===== config.mk =====
export PLATFORM = sky130hd
export DESIGN_NAME = adc_start_seq
export DESIGN_NICKNAME = d
export VERILOG_FILES = /design/src/rtl/adc_seq_pkg.sv /design/src/rtl/adc_seq_regs.sv /design/src/rtl/adc_seq_ctrl.sv /design/src/rtl/adc_start_seq.sv
export SDC_FILE = /design/constraint.sdc
export NUM_CORES = 1
export LEC_CHECK = 0
export CORE_MARGIN = 3
export CORE_UTILIZATION = 58
export DETAILED_ROUTE_END_ITERATION = 7
export DONT_BUFFER_PORTS = 1
export PLACE_DENSITY = 0.79
export SETUP_SLACK_MARGIN = 0.4
export SLEW_MARGIN = 20
export SYNTH_ARGS = -nofsm -noshare
export SYNTH_HDL_FRONTEND = slang
export SYNTH_HIERARCHICAL = 1
export SYNTH_SLANG_ARGS = --single-unit

===== constraint.sdc =====
create_clock -name clk -period 1.4 [get_ports clk]
set_input_delay 0.28 -clock clk [delete_from_list [all_inputs] [get_ports clk]]
set_output_delay 0.28 -clock clk [all_outputs]
set_load 0.1 [all_outputs]

===== src/rtl/adc_seq_pkg.sv =====
package adc_seq_pkg;

  localparam logic [2:0] MODE_SW   = 3'b000;
  localparam logic [2:0] MODE_TMR3 = 3'b001;
  localparam logic [2:0] MODE_PIN  = 3'b010;
  localparam logic [2:0] MODE_TMR2 = 3'b011;

  // register bit positions
  localparam int BIT_EN   = 7;
  localparam int BIT_LP   = 6;
  localparam int BIT_DONE = 5;
  localparam int BIT_BUSY = 4;
  localparam int BIT_WIN  = 0;

  typedef struct packed {
    logic       en;
    logic       lowPwr;
    logic [2:0] mode;
  } cfgT;

  typedef struct packed {
    logic setDone;
    logic busy;
  } ctrlStrobeT;

  typedef enum logic [1:0] {
    ST_IDLE  = 2'd0,
    ST_TRACK = 2'd1,
    ST_CONV  = 2'd2
  } seqStateT;

endpackage


===== src/rtl/adc_seq_regs.sv =====
module adc_seq_regs
  import adc_seq_pkg::*;
#(
  parameter int SYNC_STAGES = 2
) (
  input  logic       clk,
  input  logic       rstN,
  input  logic       regWrEn,
  input  logic [7:0] regWrData,
  input  logic       winHit,
  input  logic       extStartPin,
  input  ctrlStrobeT ctrlIn,
  output cfgT        cfg,
  output logic [7:0] regRdData,
  output logic       swStart,
  output logic       pinLevel,
  output logic       pinRise,
  output logic       doneFlag,
  output logic       winFlag
);

  localparam int STAGES = (SYNC_STAGES < 2) ? 2 : SYNC_STAGES;

  logic [STAGES-1:0] syncQ;
  logic              pinPrev;

  generate
    for (genvar g = 0; g < STAGES; g++) begin : g_sync
      always_ff @(posedge clk) begin
        if (!rstN) syncQ[g] <= 1'b0;
        else if (g == 0) syncQ[g] <= extStartPin;
        else syncQ[g] <= syncQ[(g == 0) ? 0 : g-1];
      end
    end
  endgenerate

  assign pinLevel = syncQ[STAGES-1];
  assign pinRise  = pinLevel & ~pinPrev;

  always_ff @(posedge clk) begin
    if (!rstN) begin
      cfg      <= '0;
      swStart  <= 1'b0;
      doneFlag <= 1'b0;
      winFlag  <= 1'b0;
      pinPrev  <= 1'b0;
    end else begin
      pinPrev <= pinLevel;
      swStart <= regWrEn & regWrData[BIT_BUSY] & (regWrData[3:1] == MODE_SW);
      if (regWrEn) begin
        cfg.en     <= regWrData[BIT_EN];
        cfg.lowPwr <= regWrData[BIT_LP];
        cfg.mode   <= regWrData[3:1];
      end
      if (ctrlIn.setDone) doneFlag <= 1'b1;
      else if (regWrEn && !regWrData[BIT_DONE]) doneFlag <= 1'b0;
      if (winHit) winFlag <= 1'b1;
      else if (regWrEn && !regWrData[BIT_WIN]) winFlag <= 1'b0;
    end
  end

  assign regRdData = {cfg.en, cfg.lowPwr, doneFlag, ctrlIn.busy, cfg.mode, winFlag};

endmodule


===== src/rtl/adc_seq_ctrl.sv =====
module adc_seq_ctrl
  import adc_seq_pkg::*;
#(
  parameter int TRACK_CLKS = 3
) (
  input  logic       clk,
  input  logic       rstN,
  input  cfgT        cfg,
  input  logic       sarClkEn,
  input  logic       tmr2Ovf,
  input  logic       tmr3Ovf,
  input  logic       swStart,
  input  logic       pinRise,
  input  logic       pinLevel,
  input  logic       peerSwStart,
  input  logic       convDone,
  output ctrlStrobeT ctrlOut,
  output logic       trackOut,
  output logic       convStart
);

  localparam int CNT_W = (TRACK_CLKS > 1) ? $clog2(TRACK_CLKS) : 1;
  localparam logic [CNT_W-1:0] CNT_LAST = CNT_W'(TRACK_CLKS - 1);

  seqStateT        st, nxt;
  logic [CNT_W-1:0] cnt;
  logic            trig, goConv, directConv;

  always_comb begin
    casez (cfg.mode)
      MODE_SW:   trig = swStart;
      MODE_TMR3: trig = tmr3Ovf;
      MODE_PIN:  trig = pinRise;
      MODE_TMR2: trig = tmr2Ovf;
      default:   trig = peerSwStart;
    endcase
  end

  assign directConv = !cfg.lowPwr || (cfg.mode == MODE_PIN);

  always_comb begin
    nxt    = st;
    goConv = 1'b0;
    case (st)
      ST_IDLE: begin
        if (cfg.en && trig) begin
          if (directConv) begin
            nxt    = ST_CONV;
            goConv = 1'b1;
          end else begin
            nxt = ST_TRACK;
          end
        end
      end
      ST_TRACK: begin
        if (sarClkEn && cnt == CNT_LAST) begin
          nxt    = ST_CONV;
          goConv = 1'b1;
        end
      end
      ST_CONV: if (convDone) nxt = ST_IDLE;
      default: nxt = ST_IDLE;
    endcase
    if (!cfg.en) begin
      nxt    = ST_IDLE;
      goConv = 1'b0;
    end
  end

  always_ff @(posedge clk) begin
    if (!rstN) begin
      st        <= ST_IDLE;
      cnt       <= '0;
      convStart <= 1'b0;
    end else begin
      st        <= nxt;
      convStart <= goConv;
      if (st != ST_TRACK) cnt <= '0;
      else if (sarClkEn) cnt <= cnt + 1'b1;
    end
  end

  assign ctrlOut.setDone = (st == ST_CONV) && convDone;
  assign ctrlOut.busy    = (st != ST_IDLE);

  always_comb begin
    trackOut = 1'b0;
    if (cfg.en) begin
      if (st == ST_TRACK) trackOut = 1'b1;
      else if (st == ST_IDLE) begin
        if (!cfg.lowPwr) trackOut = 1'b1;
        else if (cfg.mode == MODE_PIN) trackOut = !pinLevel;
      end
    end
  end

endmodule


===== src/rtl/adc_start_seq.sv =====
module adc_start_seq
  import adc_seq_pkg::*;
#(
  parameter int TRACK_CLKS  = 3,
  parameter int SYNC_STAGES = 2
) (
  input  logic       clk,
  input  logic       rstN,
  input  logic       regWrEn,
  input  logic [7:0] regWrData,
  output logic [7:0] regRdData,
  input  logic       sarClkEn,
  input  logic       tmr2Ovf,
  input  logic       tmr3Ovf,
  input  logic       extStartPin,
  input  logic       peerSwStart,
  input  logic       convDone,
  input  logic       winHit,
  output logic       trackOut,
  output logic       convStart,
  output logic       busyOut,
  output logic       doneIrq,
  output logic       winIrq
);

  cfgT        cfg;
  ctrlStrobeT strobes;
  logic       swStart, pinLevel, pinRise;

  adc_seq_regs #(.SYNC_STAGES(SYNC_STAGES)) regs_i (
    .clk(clk), .rstN(rstN), .regWrEn(regWrEn), .regWrData(regWrData),
    .winHit(winHit), .extStartPin(extStartPin), .ctrlIn(strobes),
    .cfg(cfg), .regRdData(regRdData), .swStart(swStart),
    .pinLevel(pinLevel), .pinRise(pinRise),
    .doneFlag(doneIrq), .winFlag(winIrq)
  );

  adc_seq_ctrl #(.TRACK_CLKS(TRACK_CLKS)) ctrl_i (
    .clk(clk), .rstN(rstN), .cfg(cfg), .sarClkEn(sarClkEn),
    .tmr2Ovf(tmr2Ovf), .tmr3Ovf(tmr3Ovf), .swStart(swStart),
    .pinRise(pinRise), .pinLevel(pinLevel), .peerSwStart(peerSwStart),
    .convDone(convDone), .ctrlOut(strobes),
    .trackOut(trackOut), .convStart(convStart)
  );

  assign busyOut = strobes.busy;

endmodule


==> flow_summary_export.csv, run 1 <==
group,metric,value,unit
placement,portBuffers,0,
status,stop_stage,"global routing (5_1_grt)",
placement,dpl.hpwl,1300,µm
floorplanning,rows,12,
logic_synthesis,yosys_warnings,6,
logic_synthesis,yosysSeqAreaShare,0.406,
floorplanning,die_x,42.9,µm
logic_synthesis,ys_seq_elements,16,
timing,worst_endpoint,"trackOut",
floorplanning,ios,31,
logic_synthesis,syn_inst,82,
status,firstError,"[ERROR DPL-0033] detailed placement checks failed during check placement.",
logic_synthesis,synth.distinct_cells,28,
timing,endpoint_type,"output port",
clocking,cts_max_path_buffers,2,
floorplanning,start_util,0.665,
logic_synthesis,synthesis.nets,101,
clocking,h-tree-depth,1,
global_route,antenna_found_initial,0,
logic_synthesis,syn_area_per_cell,9.61,µm²
floorplanning,fp.dieH,42.9,µm
global_route,grt_start_max_net_pins,16,
clocking,cts_buffers,3,
status,status,"stopped before the end",
clocking,ctsHoldBuffers,0,
clocking,cts.sinks,16,
clocking,cts_root_buffer,"clkbuf_4",
logic_synthesis,netlist_area,788,µm²
placement,gp_congestion,0.758,
## kinds of logic after synthesis
logic type,Yosys count,share of synthesized area
flops,16,0.406
fa+ha+maj,1,0.0159
simple gates,34,0.267
mux,7,0.0905
buf+inv,13,0.111
compound gates,10,0.0984
xor+xnor,1,0.0111
## cell usage after synthesis
cell type,n,share of area
nor4b_2,1,0.019
buf_4,8,0.076
inv_1,3,0.014
o31ai_2,1,0.016
o32ai_1,1,0.011
buf_6,1,0.014
xnor2_1,1,0.011
ha_1,1,0.016
o311a_1,1,0.013
and3_1,1,0.0079
mux2_2,1,0.014
nor2b_1,9,0.071
buf_2,1,0.0063
nand3_1,1,0.0063
a211oi_1,1,0.0095
dfxtp_1,16,0.41
and2_1,3,0.024
nand4_1,1,0.0079
nor2_1,6,0.029
mux2i_1,6,0.076
nor3b_1,5,0.048
and4b_1,1,0.013
o21bai_1,1,0.0095
nand2b_1,2,0.016
or2_4,1,0.011
a2111o_1,1,0.014
o21ai_0,4,0.025
nand2_1,3,0.014
## per-stage QoR
step,TNS [ns],cells,utilization,setup WS (ns),cell area [µm²]
after floorplan,0,82,-,0.0137,857
after detailed placement,-0.00159,96,0.736,-0.00159,873
after global placement,0,96,0.736,0.0223,873
after CTS,-0.761,106,0.926,-0.259,1100
## what timing repair did
action                     CTS
pin swaps                    6
buffers inserted             6
setup endpoints to repair   18
gates resized for setup     37
==> run 2, diff against run 1 <==
--- a/config.mk
+++ b/config.mk
@@ -5,12 +5,11 @@
 export SDC_FILE = /design/constraint.sdc
 export NUM_CORES = 1
 export LEC_CHECK = 0
-export CORE_MARGIN = 3
-export CORE_UTILIZATION = 58
+export CORE_AREA = 3 3 64 66
 export DETAILED_ROUTE_END_ITERATION = 7
+export DIE_AREA = 0 0 67 69
 export DONT_BUFFER_PORTS = 1
-export PLACE_DENSITY = 0.79
-export SETUP_SLACK_MARGIN = 0.4
+export PLACE_DENSITY_LB_ADDON = 0.15
 export SLEW_MARGIN = 20
 export SYNTH_ARGS = -nofsm -noshare
 export SYNTH_HDL_FRONTEND = slang
==> flow_summary_export.csv, run 2 <==
group,metric,value,unit
job,cap_violations,0,
logic_synthesis,yosysSeqAreaShare,0.406,
timing,period_needed,1.61,ns
logic_synthesis,synth_edf_count,0,
global_route,grt_start_max_net_pins,16,
status,violations,"negative setup slack",
clocking,worst_setup_hold_path_clk_slew,0.07,ns
logic_synthesis,synth_top_cell_by_area,"dfxtp_1",
timing,worstMarginPinSlew,0.312,ns
clocking,cts_root_buffer,"clkbuf_8",
detailed_routing,drtIter0Drc,30,
floorplanning,fp.dieH,69,µm
global_route,grt_first_pass_wirelength,2970,µm
critical_path,path_class,"register to primary output",
timing,tns,-0.487,ns
clocking,insertion_delay,0.25,ns
critical_path,start_kind,"register",
placement,portBuffers,0,
clocking,h-tree-depth,1,
timing,finalCritPeriodShare,1.15,
critical_path,worst-path-max-fanout,3,
pwr,p_total,1.13,mW
layout,final_cell_mix,"12 x dfxtp_1, 8 x nor2b_1, 7 x buf_4",
global_route,gr-total-overflow,0,
timing,fmax,0.620,GHz
floorplanning,coreArea,3630,µm²
clocking,cts_max_path_buffers,2,
pwr,power_density,1120,nW/µm²
critical_path,end_kind,"primary output",
hold_path,hold_class,"primary input to register",
pwr,p_switching,334,µW
logic_synthesis,synth_common_cells,"16 x dfxtp_1, 9 x nor2b_1, 8 x buf_4, 6 x mux2i_1, 6 x nor2_1",
timing,slew_viol_final,0,
logic_synthesis,netlist_area,788,µm²
floorplanning,ios,31,
floorplanning,rows,22,
clocking,ctsHoldBuffers,0,
detailed_routing,wl,1770,µm
detailed_routing,via_count,560,
layout,area_growth,27.6,%
critical_path,worstPathRequired,1.12,ns
pwr,p_sw_frac,0.296,
timing,fin_skew,0.00474,ns
pwr,internal_power,793,µW
logic_synthesis,yosys_warnings,6,
clocking,postCtsSetupRepairBufs,0,
logic_synthesis,syn_inst,82,
logic_synthesis,ys_seq_elements,16,
global_route,antenna_found_initial,0,
timing,rsz0062_at_grt,"yes",
logic_synthesis,yosysMostFrequentCell,"dfxtp_1",
pwr,power_frac_comb,0.204,
placement,dpl.hpwl,1400,µm
detailed_routing,drc,0,
floorplanning,dieArea,4620,µm²
timing,setup_violations,4,
timing,setup_ws,-0.212,ns
timing,hold_violations,0,
layout,largestRegisters,"regs_i/cfg x5, ctrl_i/cnt x2, ctrl_i/st x2",
logic_synthesis,ys.flop_type,"dfxtp_1",
global_route,track_usage,0.0873,
placement,dp_cells,133,
logic_synthesis,synth.distinct_cells,28,
layout,nets,108,
detailed_routing,firstDrtPassIters,4,
logic_synthesis,synth_area_leaders,"dfxtp_1 41%, mux2i_1 7.6%, buf_4 7.6%, nor2b_1 7.1%, nor3b_1 4.8%",
layout,drive_gt1_frac,0.307,
clocking,cts_tree,"yes",
timing,hold_slack,0.114,ns
detailed_routing,drt.antenna.violating_nets,0,
clocking,cts_buffers,3,
global_route,grt_pass1_vias,643,
pwr,ir_drop,0.306,mV
placement,placed_area,923,µm²
detailed_routing,wl_per_cell,13.0,µm
layout,largest_reg_flops,5,
logic_synthesis,syn_area_per_cell,9.61,µm²
critical_path,cp.arrival,1.33,ns
layout,layout_commonest_cell,"dfxtp_1",
pwr,p_seq_frac,0.431,
status,status,"complete, but fails checks",
floorplanning,die_x,67,µm
logic_synthesis,ys_async_sr_fraction,0,
pwr,p_clk_frac,0.365,
layout,design_area,1010,µm²
timing,relSlewSlack,0.792,
logic_synthesis,synthesis.nets,101,
logic_synthesis,yosysTopAreaCellShare,0.406,
floorplanning,start_util,0.217,
pwr,p_leak,0.389,nW
placement,gp_congestion,0.766,
layout,antenna_cells,0,
clocking,cts.sinks,16,
layout,finalNonFillerCells,136,
detailed_routing,via_per_inst,4.12,
layout,largest_register,"regs_i/cfg",
## run 2: power groups by stage
stage | logic (mW) | registers, mW | clock network (mW)
floorplan | 0.176 | 0.515 | 0
global placement | 0.227 | 0.492 | 0
detailed placement | 0.227 | 0.493 | 0
CTS | 0.231 | 0.485 | 0.423
global route | 0.240 | 0.488 | 0.449
finish | 0.230 | 0.486 | 0.411
## run 2: path summary, 6_finish.rpt
check,from,end,slack (ns),cells after the start
max,regs_i/cfg[1],trackOut,-0.21,4
min,sarClkEn,ctrl_i/cnt[1],0.11,1
max reg2reg,regs_i/cfg[0],ctrl_i/st[0],-0.11,4
min reg2reg,regs_i/syncQ[0],regs_i/pinLevel,0.44,1
## run 2: logic make-up after synthesis
kind of cell,Yosys count,synth area share
AND/OR/NAND/NOR,34,0.267
flip-flops,16,0.406
buffers and inverters,13,0.111
AO/OA/AOI/OAI,10,0.0984
multiplexers,7,0.0905
XOR/XNOR,1,0.0111
adder cells (fa/ha/maj),1,0.0159
## run 2: worst max-delay path: stages (launching register included)
cell and delay (ns):
dfxtp_2 0.32, nor3b_4 0.15, nor2b_4 0.12, o311a_4 0.32
buf_12 0.17
## run 2: what timing repair did
| action | 4_1_cts | 5_1_grt |
|---|---|---|
| endpoints found under the setup margin | 4 | 4 |
| pin swaps | 1 | 2 |
| gates resized for setup | 6 | 2 |
| endpoints found under the hold margin | 0 | 0 |
## run 2: cell type report
class                      instances  area (µm²)
fill                             395        2630
multi-input combinational         53         410
sequential                        16         325
timing repair buffer              12         144
tap                               48        60.1
clock buffer                       4        55.1
inverter                           3        11.3
## run 2: metal layers
| layer | track usage | routed length, µm |
|---|---|---|
| met5 | 0 | 0 |
| met4 | 0.0608 | 51 |
| met3 | 0.0391 | 165 |
| met2 | 0.132 | 821 |
| met1 | 0.0947 | 730 |
## run 2: through the flow
step                 util  setup slack (ns)
detailed placement  0.254            -0.136
finish              0.277            -0.212
floorplan               -            -0.160
global placement    0.254           -0.0948
global route        0.277            -0.271
CTS                 0.275            -0.265
Note: power is estimated with default switching activity, not from simulation.
==> run 3, diff against run 2 <==
--- a/config.mk
+++ b/config.mk
@@ -5,6 +5,7 @@
 export SDC_FILE = /design/constraint.sdc
 export NUM_CORES = 1
 export LEC_CHECK = 0
+export ABC_AREA = 1
 export CORE_AREA = 3 3 64 66
 export DETAILED_ROUTE_END_ITERATION = 7
 export DIE_AREA = 0 0 67 69
==> flow_summary_export.csv, run 3 <==
group,metric,value,unit
timing,relSlewSlack,0.796,
clocking,insertion_delay,0.25,ns
logic_synthesis,synthSimpleGateAreaFrac,0.284,
layout,antenna_cells,0,
floorplanning,coreArea,3630,µm²
layout,drive_gt1_frac,0.371,
logic_synthesis,yosysMostFrequentCell,"inv_1",
logic_synthesis,ys_seq_elements,16,
floorplanning,start_util,0.225,
global_route,grt_start_max_net_pins,12,
layout,final_cell_mix,"17 x inv_1, 14 x nor2_1, 13 x nand2_1",
hold_path,hold_class,"primary input to register",
clocking,cts.sinks,16,
timing,setup_violations,3,
logic_synthesis,synth_top_cell_by_area,"dfxtp_1",
placement,portBuffers,0,
timing,rsz0062_at_grt,"yes",
logic_synthesis,synth_common_cells,"20 x inv_1, 16 x dfxtp_1, 14 x nand2_1, 14 x nor2_1, 8 x buf_4",
critical_path,path_class,"register to primary output",
logic_synthesis,yosysSeqAreaShare,0.393,
critical_path,start_kind,"register",
timing,fin_skew,0.00112,ns
global_route,gr-total-overflow,0,
floorplanning,die_x,67,µm
logic_synthesis,yosysTopAreaCellShare,0.393,
placement,gp_congestion,0.680,
clocking,cts_buffers,3,
job,cap_violations,0,
clocking,cts_max_path_buffers,2,
critical_path,worstPathRequired,1.12,ns
logic_synthesis,synth-compound-area-share,0.107,
logic_synthesis,syn_inst,114,
logic_synthesis,synth_edf_count,0,
layout,layout_commonest_cell,"inv_1",
placement,dp_cells,166,
logic_synthesis,synth_adder_area_share,0.0153,
logic_synthesis,muxShareOfSynthArea,0,
timing,period_needed,1.51,ns
pwr,p_leak,0.483,nW
status,status,"complete, but fails checks",
floorplanning,rows,22,
global_route,antenna_found_initial,0,
global_route,grt_pass1_vias,766,
critical_path,end_kind,"primary output",
logic_synthesis,synth_top_family_by_area,"simple AND/OR/NAND/NOR gates",
placement,place_ws,0.0814,ns
clocking,worst_setup_hold_path_clk_slew,0.06,ns
pwr,power_density,1090,nW/µm²
detailed_routing,drt.antenna.violating_nets,0,
timing,hold_violations,0,
layout,area_growth,31.3,%
timing,slew_viol_final,0,
timing,finalCritPeriodShare,1.08,
clocking,cts_root_buffer,"clkbuf_8",
detailed_routing,wl_per_cell,11.2,µm
timing,setup_ws,-0.113,ns
global_route,track_usage,0.0971,
critical_path,worst-path-max-fanout,3,
clocking,h-tree-depth,1,
logic_synthesis,synthesis.nets,133,
logic_synthesis,syn_area_per_cell,7.16,µm²
floorplanning,fp.dieH,69,µm
detailed_routing,wl,1920,µm
critical_path,cp.arrival,1.23,ns
layout,largest_reg_flops,5,
timing,hold_slack,0.108,ns
layout,nets,144,
clocking,cts_tree,"yes",
layout,finalNonFillerCells,172,
detailed_routing,firstDrtPassIters,4,
pwr,ir_drop,0.363,mV
logic_synthesis,ys_async_sr_fraction,0,
timing,fmax,0.661,GHz
logic_synthesis,synth_xor_area_frac,0.0107,
floorplanning,ios,31,
logic_synthesis,yosys_warnings,6,
detailed_routing,via_count,695,
logic_synthesis,netlist_area,816,µm²
global_route,grt_first_pass_wirelength,3390,µm
floorplanning,dieArea,4620,µm²
detailed_routing,drc,0,
timing,worstMarginPinSlew,0.306,ns
logic_synthesis,synth.distinct_cells,24,
layout,largestRegisters,"regs_i/cfg x5, ctrl_i/cnt x2, ctrl_i/st x2",
status,violations,"negative setup slack",
logic_synthesis,synth_area_leaders,"dfxtp_1 39%, inv_1 9.2%, buf_4 7.4%, nand2_1 6.4%, nor2_1 6.4%",
logic_synthesis,ys.flop_type,"dfxtp_1",
detailed_routing,drtIter0Drc,8,
detailed_routing,via_per_inst,4.04,
placement,dpl.hpwl,1550,µm
layout,largest_register,"regs_i/cfg",
run 3: cell count changes after synthesis, moves of 4 or more:
cell	before	now
a21oi_1	0	5
inv_1	3	20
inv_2	0	4
mux2i_1	6	0
nand2_1	3	14
nand3_1	1	6
nor2_1	6	14
nor2b_1	9	0
nor3b_1	5	1
run 3: repair_timing:
action,4_1_cts,5_1_grt
pin swaps,3,2
hold buffers,0,0
cloned,0,0
setup endpoints to repair,3,3
setup buffers,1,1
endpoints found under the hold margin,0,0
resized for setup,8,0
run 3: area by class of cell:
| cell class | instances | area (µm²) |
|---|---|---|
| clock buffer | 4 | 55.1 |
| fill | 415 | 2560 |
| inverter | 24 | 93.8 |
| multi-input combinational | 65 | 369 |
| sequential | 16 | 330 |
| tap | 48 | 60.1 |
| timing repair buffer | 15 | 163 |
run 3: per-stage QoR:
step                      setup TNS [ns]   util  cell area [µm²]  total power, mW
after detailed placement               0  0.271              983            0.759
final                             -0.212  0.295             1070             1.17
after global placement                 0  0.271              983            0.758
after CTS                         -0.293  0.293             1060             1.19
after global routing              -0.387  0.295             1070             1.23
after floorplan                   -0.293      -              853            0.718
run 3: cells by family after synthesis:
family                   after synthesis
flip-flops                            16
AND/OR/NAND/NOR                       48
buffers and inverters                 33
adder cells (fa/ha/maj)                1
XOR/XNOR                               1
AO/OA/AOI/OAI                         15
run 3: worst paths after layout:
path / from / to / slack, ns / depth (start not counted)
worst max-delay path: regs_i/cfg[2] / trackOut / -0.11 / 6
worst min-delay path: regWrEn / regs_i/cfg[2] / 0.11 / 1
worst max register to register: regs_i/cfg[2] / ctrl_i/st[0] / 0.19 / 8
worst min register to register: regs_i/syncQ[0] / regs_i/pinLevel / 0.42 / 2
run 3: where the power goes:
part           total (mW)  switching (mW)  internal, mW
Combinational       0.271           0.197        0.0733
Clock               0.416           0.166         0.250
Sequential          0.485          0.0128         0.472
Total                1.17           0.376         0.795
run 3: critical path: stages (launching register included):
cell     delay, ns
dfxtp_2       0.32
inv_2         0.06
nand3_2       0.08
nand2_2       0.08
nand3_2       0.08
a21oi_4       0.16
buf_12        0.19
run 3: per-layer routing:
layer / track usage / routed length, µm / up-vias
met5: 0 / 0 / -
met4: 0.0676 / 63 / 0
met3: 0.0114 / 72 / 5
met2: 0.164 / 973 / 14
met1: 0.109 / 815 / 312
li1: - / - / 364
